--- src/rtl/evt_pkg.sv ---
`timescale 1ns/1ps
package evt_pkg;
  localparam int unsigned ADDR_W = 10;
  localparam int unsigned SLOT_W = 5;

  localparam logic [ADDR_W-1:0] A_CAP    = 10'h000;
  localparam logic [ADDR_W-1:0] A_PER    = 10'h004;
  localparam logic [ADDR_W-1:0] A_CFG    = 10'h010;
  localparam logic [ADDR_W-1:0] A_STS    = 10'h020;
  localparam logic [ADDR_W-1:0] A_CNT_LO = 10'h0F0;
  localparam logic [ADDR_W-1:0] A_CNT_HI = 10'h0F4;
  localparam logic [ADDR_W-1:0] A_CH_BASE = 10'h100;

  typedef struct packed {
    logic              ok;      // alignment legal for access size
    logic              chan;    // inside channel area
    logic              in_rng;  // channel index implemented
    logic [SLOT_W-1:0] idx;
    logic [SLOT_W-1:0] off;
  } dec_t;
endpackage

--- src/rtl/evt_addr_dec.sv ---
`timescale 1ns/1ps
module evt_addr_dec
  import evt_pkg::*;
#(
  parameter int N_CH = 3
) (
  input  logic [ADDR_W-1:0] addr_i,
  input  logic              size8_i,
  output dec_t              dec_o
);
  logic [ADDR_W-1:0] rel;

  assign rel = addr_i - A_CH_BASE;

  always_comb begin
    dec_o.ok     = size8_i ? (addr_i[2:0] == 3'd0) : (addr_i[1:0] == 2'd0);
    dec_o.chan   = (addr_i[ADDR_W-1:8] != '0);
    dec_o.idx    = rel[ADDR_W-1:SLOT_W];
    dec_o.off    = rel[SLOT_W-1:0];
    dec_o.in_rng = dec_o.chan && (int'(rel[ADDR_W-1:SLOT_W]) < N_CH);
  end
endmodule

--- src/rtl/evt_main_cnt.sv ---
`timescale 1ns/1ps
module evt_main_cnt #(
  parameter int CNT_W = 64
) (
  input  logic             clk_i,
  input  logic             rst_ni,
  input  logic             en_i,
  input  logic             tick_i,
  input  logic [1:0]       we_i,
  input  logic [CNT_W-1:0] wd_i,
  output logic [CNT_W-1:0] cnt_o
);
  localparam int HALF = CNT_W / 2;

  always_ff @(posedge clk_i or negedge rst_ni) begin
    if (!rst_ni) begin
      cnt_o <= '0;
    end else if (!en_i && (we_i != 2'b00)) begin
      // software load allowed only while stopped
      if (we_i[0]) cnt_o[HALF-1:0]     <= wd_i[HALF-1:0];
      if (we_i[1]) cnt_o[CNT_W-1:HALF] <= wd_i[CNT_W-1:HALF];
    end else if (en_i && tick_i) begin
      cnt_o <= cnt_o + 1'b1;
    end
  end
endmodule

--- src/rtl/evt_timer_regs.sv ---
`timescale 1ns/1ps
module evt_timer_regs
  import evt_pkg::*;
#(
  parameter int          N_CH      = 3,
  parameter logic [31:0] TICK_FS   = 32'd69841279,
  parameter logic [15:0] VENDOR_ID = 16'h1AB5,
  parameter logic [7:0]  REV_ID    = 8'h01
) (
  input  logic              clk_i,
  input  logic              rst_ni,
  input  logic              tick_en_i,
  input  logic [9:0]        addr_i,
  input  logic [63:0]       wdata_i,
  input  logic              size8_i,
  input  logic              wr_en_i,
  input  logic              rd_en_i,
  output logic [63:0]       rdata_o,
  input  logic [N_CH-1:0]   sts_set_i,
  output logic              glb_en_o,
  output logic              legacy_en_o,
  output logic [63:0]       count_o,
  output logic [4:0]        chan_idx_o,
  output logic [4:0]        chan_off_o,
  output logic [1:0]        chan_rd_o,
  output logic [1:0]        chan_wr_o,
  output logic [63:0]       chan_wdata_o,
  input  logic [63:0]       chan_rdata_i
);
  localparam int N_LANE = 2;
  localparam logic [31:0] CAP_WORD =
    {VENDOR_ID, 1'b1, 1'b0, 1'b1, 5'(N_CH - 1), REV_ID};

  dec_t dec;
  logic [1:0]      cfg_q;
  logic [N_CH-1:0] sts_q;
  logic [63:0]     cnt;

  logic [N_LANE-1:0] lane_act, hit_cfg, hit_sts, hit_lo, hit_hi;
  logic [9:0]        lane_a  [N_LANE];
  logic [31:0]       lane_wd [N_LANE];
  logic [31:0]       lane_rd [N_LANE];
  logic              wr_glb;

  evt_addr_dec #(.N_CH(N_CH)) u_dec (
    .addr_i (addr_i),
    .size8_i(size8_i),
    .dec_o  (dec)
  );

  assign wr_glb = wr_en_i && dec.ok && !dec.chan;

  for (genvar l = 0; l < N_LANE; l++) begin : g_lane
    logic [31:0] rd_w;
    assign lane_act[l] = dec.ok && ((l == 0) || size8_i);
    assign lane_a[l]   = addr_i + 10'(4 * l);
    assign lane_wd[l]  = wdata_i[32*l +: 32];
    assign hit_cfg[l]  = wr_glb && lane_act[l] && (lane_a[l] == A_CFG);
    assign hit_sts[l]  = wr_glb && lane_act[l] && (lane_a[l] == A_STS);
    assign hit_lo[l]   = wr_glb && lane_act[l] && (lane_a[l] == A_CNT_LO);
    assign hit_hi[l]   = wr_glb && lane_act[l] && (lane_a[l] == A_CNT_HI);
    always_comb begin
      case (lane_a[l])
        A_CAP:    rd_w = CAP_WORD;
        A_PER:    rd_w = TICK_FS;
        A_CFG:    rd_w = {30'd0, cfg_q};
        A_STS:    rd_w = 32'(sts_q);
        A_CNT_LO: rd_w = cnt[31:0];
        A_CNT_HI: rd_w = cnt[63:32];
        default:  rd_w = 32'd0;
      endcase
    end
    assign lane_rd[l] = rd_w;
  end

  // configuration
  always_ff @(posedge clk_i or negedge rst_ni) begin
    if (!rst_ni)           cfg_q <= 2'b00;
    else if (|hit_cfg)     cfg_q <= hit_cfg[1] ? lane_wd[1][1:0] : lane_wd[0][1:0];
  end

  // interrupt status: set wins over write-one-to-clear
  logic [N_CH-1:0] sts_clr;
  assign sts_clr = (hit_sts[0] ? lane_wd[0][N_CH-1:0] : '0)
                 | (hit_sts[1] ? lane_wd[1][N_CH-1:0] : '0);

  always_ff @(posedge clk_i or negedge rst_ni) begin
    if (!rst_ni) sts_q <= '0;
    else         sts_q <= (sts_q & ~sts_clr) | sts_set_i;
  end

  // main counter
  logic [1:0]  cnt_we;
  logic [63:0] cnt_wd;
  assign cnt_we = {|hit_hi, |hit_lo};
  assign cnt_wd = {hit_hi[1] ? lane_wd[1] : lane_wd[0],
                   hit_lo[1] ? lane_wd[1] : lane_wd[0]};

  evt_main_cnt #(.CNT_W(64)) u_cnt (
    .clk_i (clk_i),
    .rst_ni(rst_ni),
    .en_i  (cfg_q[0]),
    .tick_i(tick_en_i),
    .we_i  (cnt_we),
    .wd_i  (cnt_wd),
    .cnt_o (cnt)
  );

  // read path; one register stage samples both counter halves together
  logic [63:0] rd_next;
  always_comb begin
    if (!dec.ok)       rd_next = '0;
    else if (dec.chan) rd_next = dec.in_rng ?
                         {size8_i ? chan_rdata_i[63:32] : 32'd0, chan_rdata_i[31:0]} : '0;
    else               rd_next = {lane_act[1] ? lane_rd[1] : 32'd0, lane_rd[0]};
  end

  always_ff @(posedge clk_i or negedge rst_ni) begin
    if (!rst_ni)      rdata_o <= '0;
    else if (rd_en_i) rdata_o <= rd_next;
  end

  // channel bank routing
  logic chan_go;
  assign chan_go      = dec.ok && dec.in_rng;
  assign chan_idx_o   = dec.idx;
  assign chan_off_o   = dec.off;
  assign chan_rd_o    = (rd_en_i && chan_go) ? {size8_i, 1'b1} : 2'b00;
  assign chan_wr_o    = (wr_en_i && chan_go) ? {size8_i, 1'b1} : 2'b00;
  assign chan_wdata_o = wdata_i;

  assign glb_en_o    = cfg_q[0];
  assign legacy_en_o = cfg_q[1];
  assign count_o     = cnt;
endmodule

--- config.mk ---
export PLATFORM = sky130hd
export DESIGN_NAME = evt_timer_regs
export DESIGN_NICKNAME = d
export VERILOG_FILES = /design/src/rtl/evt_pkg.sv /design/src/rtl/evt_addr_dec.sv /design/src/rtl/evt_main_cnt.sv /design/src/rtl/evt_timer_regs.sv
export SDC_FILE = /design/constraint.sdc
export NUM_CORES = 1
export LEC_CHECK = 0
export CAP_MARGIN = 40
export CORE_MARGIN = 1
export CORE_UTILIZATION = 51
export DETAILED_ROUTE_END_ITERATION = 12
export GPL_TIMING_DRIVEN = 0
export PLACE_DENSITY = 0.88
export SLEW_MARGIN = 20
export SYNTH_ARGS = -nofsm -noshare
export SYNTH_HDL_FRONTEND = slang
export SYNTH_HIERARCHICAL = 1
export SYNTH_SLANG_ARGS = --single-unit
--- constraint.sdc ---
create_clock -name clk_i -period 5.7 [get_ports clk_i]
set_input_delay 1.14 -clock clk_i [delete_from_list [all_inputs] [get_ports clk_i]]
set_output_delay 1.14 -clock clk_i [all_outputs]
set_load 0.03 [all_outputs]
==> impl_metrics.csv <==
group,metric,value,unit
routing,first_iter_violations,2040,
floorplanning,dieArea,0.0209,mm2
worst_setup_path,max_stage_delay,0.76,ns
placement,port_buffers,352,
power_and_ir_drop,p_leak,5.77,nW
cts,cts_buffers,17,
yosys,ys_top_cells_by_count,"dfrtp_1, a21oi_1, buf_4",
worst_setup_path,cpMaxStageDelayCell,"clkdlybuf4s50_1",
cts,insertion_delay,0.43,ns
grt,overflow,0,
cts,cts_hold_buf,0,
floorplanning,die_y,145,um
finish,final_area,0.0149,mm2
floorplanning,die_w,145,um
run_status,status,"finished, final reports clean",
worst_setup_path,crit_required,4.56,ns
timing,final_max_slew_viol_count,0,
grt,antenna_found_initial,1,
timing,grt_setup_unrepaired,"no",
timing,whs,0.489,ns
yosys,synth_edf_count,0,
placement,dp_hpwl,39.0,mm
worst_setup_path,start_kind,"input port",
timing,worst_pin_slew,1.02,ns
yosys,ys_ff_latch,133,
timing,setup_viol,0,
grt,grtUsageTotal,50.0,%
grt,grt_max_degree,81,
routing,via_per_inst,7.15,
worst_hold_path,hold_class,"reg -> reg",
floorplanning,start_util,52.6,%
yosys,postSynthCellCount,1160,
finish,nets,1684,
yosys,ys_types,98,
floorplanning,rows,51,
finish,syn2layout_area_growth,43.3,%
finish,layout-drive-gt1-share,16.7,%
routing,drc,0,
worst_setup_path,endpoint_kind,"output port",
yosys,ys_seq_area_share,32.1,%
timing,fin_ws,0.185,ns
yosys,synth_top_area_share,32.1,%
cts,cts-root-buf,"clkbuf_16",
cts,cts.path.max_buffers,2,
cts,cts.sinks,133,
finish,fin_cells,1813,
routing,drt-wirelength-per-cell,28.7,um
worst_setup_path,crit_type,"in -> out",
placement,dpl.cell_count,1781,
placement,gp_congestion,1.08,
worst_setup_path,cp.arrival,4.38,ns
grt,use_met2,71.3,%
grt,grt_pass1_vias,12382,
cts,cts_resized,0,
placement,place_area,0.0143,mm2
placement,pre_cts_ws,0.0852,ns
cts,path_clk_slew,0.07,ns
cts,cts_tree,"yes",
yosys,synth_area,0.0104,mm2
job,max_cap_viol_count,0,
yosys,async_flop_share,100,%
yosys,yosys.area.top_type,"dfrtp_1",
routing,totalWireLength,52.1,mm
timing,layout_min_cycle_time,5.52,ns
yosys,synthMuxAreaShare,7.35,%
routing,vias,12964,
yosys,yosys_warnings,6,
yosys,synth_most_common_cell,"dfrtp_1",
floorplanning,core,0.0197,mm2
yosys,syn_avg_cell_area,8.94,um2
worst_setup_path,worst-path-max-fanout,10,
floorplanning,io_pins,355,
routing,dr.pass1.iters,8,
yosys,synth_top_family_by_area,"compound AO/OA/AOI/OAI gates",
yosys,synthXorXnorAreaFrac,0.0845,%
power_and_ir_drop,peakVddDrop,191,uV
grt,grt_pass1_wl,75.9,mm
yosys,synth_fa_ha_area_share,0.362,%
grt,grt_use_met3,18.4,%
routing,ant_nets,0,
yosys,ys.flop_type,"dfrtp_1",
grt,top_usage_layer,"met2",
timing,fin_skew,0.0106,ns
worst_setup_path,path_cells,"clkdlybuf4s50_1 > inv_1 > ha_1 > a2111oi_2 > and3_1 > clkbuf_1 > clkbuf_1 > clkdlybuf4s50_1",
timing,clock.fmax,181,MHz
timing,hold_violations,0,
cts,cts_max_level,4,
timing,max_slew_margin,31.4,%
yosys,synth_simple_gate_area_share,19.4,%
yosys,synthTopCellsByArea,"dfrtp_1, mux2_2, buf_4",
grt,use_met1,65.0,%
yosys,synth_compound_area_share,28.3,%
timing,final.period_utilization,96.8,%
yosys,syn_nets,1310,
power_and_ir_drop,power_density,177,mW/mm2
[cells in the final DEF, fill, tap and decap left out, types with 9 or more instances in the layout]
| cell | n |
|---|---|
| a21o_1 | 10 |
| a21oi_1 | 93 |
| a221oi_1 | 51 |
| a22oi_1 | 24 |
| a31oi_1 | 20 |
| a32o_1 | 10 |
| and2_1 | 9 |
| and3_1 | 15 |
| and4_1 | 10 |
| buf_2 | 15 |
| buf_4 | 83 |
| buf_6 | 13 |
| clkbuf_1 | 47 |
| clkbuf_16 | 17 |
| clkdlybuf4s50_1 | 351 |
| dfrtp_1 | 133 |
| inv_1 | 41 |
| mux2_2 | 57 |
| nand2_1 | 65 |
| nand3_1 | 54 |
| nand4_1 | 48 |
| nor2_1 | 41 |
| nor3_1 | 22 |
| nor4_1 | 19 |
| o211ai_1 | 13 |
| o21ai_0 | 29 |
| o22ai_1 | 11 |
| o2bb2ai_1 | 41 |
| o32ai_1 | 22 |
| or4_1 | 15 |
[flip-flops by register name, summed over array words and instances, names as in the netlist]
register     flops
u_cnt/cnt_o     64
cfg_q            2
rdata_o         64
sts_q            3
[worst paths after layout]
kind	start	end	slack [ns]	depth (start not counted)
max in group asynchronous	rst_ni	rdata_o[54]	4.31	2
min reg2reg	rdata_o[4]	rdata_o[4]	0.49	1
min in group asynchronous	rst_ni	u_cnt/cnt_o[50]	0.60	1
min	rdata_o[4]	rdata_o[4]	0.49	1
max	addr_i[8]	chan_rd_o[0]	0.18	8
max reg2reg	cfg_q[0]	u_cnt/cnt_o[25]	2.69	6
[cells by family (layout without fill, tap and decap cells)]
logic type / count (synthesis) / after routing
AO/OA/AOI/OAI: 397 / 397
AND/OR/NAND/NOR: 348 / 348
buffers and inverters: 210 / 597
flip-flops: 133 / 133
multiplexers: 68 / 68
adder cells (fa/ha/maj): 3 / 3
XOR/XNOR: 1 / 1
other: 0 / 1
[critical path: cells and delay by family]
kind | cells | cell delay [ns]
adders and majority gates | 1 | 0.25
AOI/OAI and AO/OA | 1 | 0.41
and+or+nand+nor | 1 | 0.22
buffers and inverters | 5 | 2.35
[stage by stage]
step           TNS [ns]  util, %  power, W
3_5_place_dp          0     72.4   0.00149
2_1_floorplan         0        -   0.00121
4_1_cts               0     75.4   0.00259
3_3_place_gp    -255.85     72.1   0.00147
5_1_grt               0     75.3   0.00267
6_report              0     75.3   0.00262
[routing by layer]
| layer | part of all wire [%] | routed length (um) |
|---|---|---|
| met3 | 16 | 8410 |
| met4 | 5.8 | 3040 |
| met1 | 36 | 18900 |
| met2 | 42 | 21700 |
| met5 | 0 | 0 |
[what timing repair did]
action / in CTS / in global routing
hold endpoints to repair: 0 / 0
endpoints found under the setup margin: 0 / 1
setup buffers: 0 / 0
[where the power goes]
part,internal [W],switching (W),leakage (nW),total (W)
registers,0.000957,0.0000209,1.75,0.000978
clock network,0.000650,0.000491,0.285,0.00114
logic,0.000244,0.000262,3.73,0.000506
[area by class of cell]
| type | count | area [um2] |
|---|---|---|
| Multi-Input combinational cell | 817 | 5760 |
| Antenna cell | 1 | 2.50 |
| Tap cell | 265 | 332 |
| Inverter | 42 | 158 |
| Buffer | 167 | 1130 |
| Clock inverter | 14 | 153 |
| Timing Repair Buffer | 356 | 3570 |
| Sequential cell | 133 | 3330 |
| Fill cell | 1392 | 4860 |
| Clock buffer | 18 | 429 |
(Power assumes the default switching activity.)
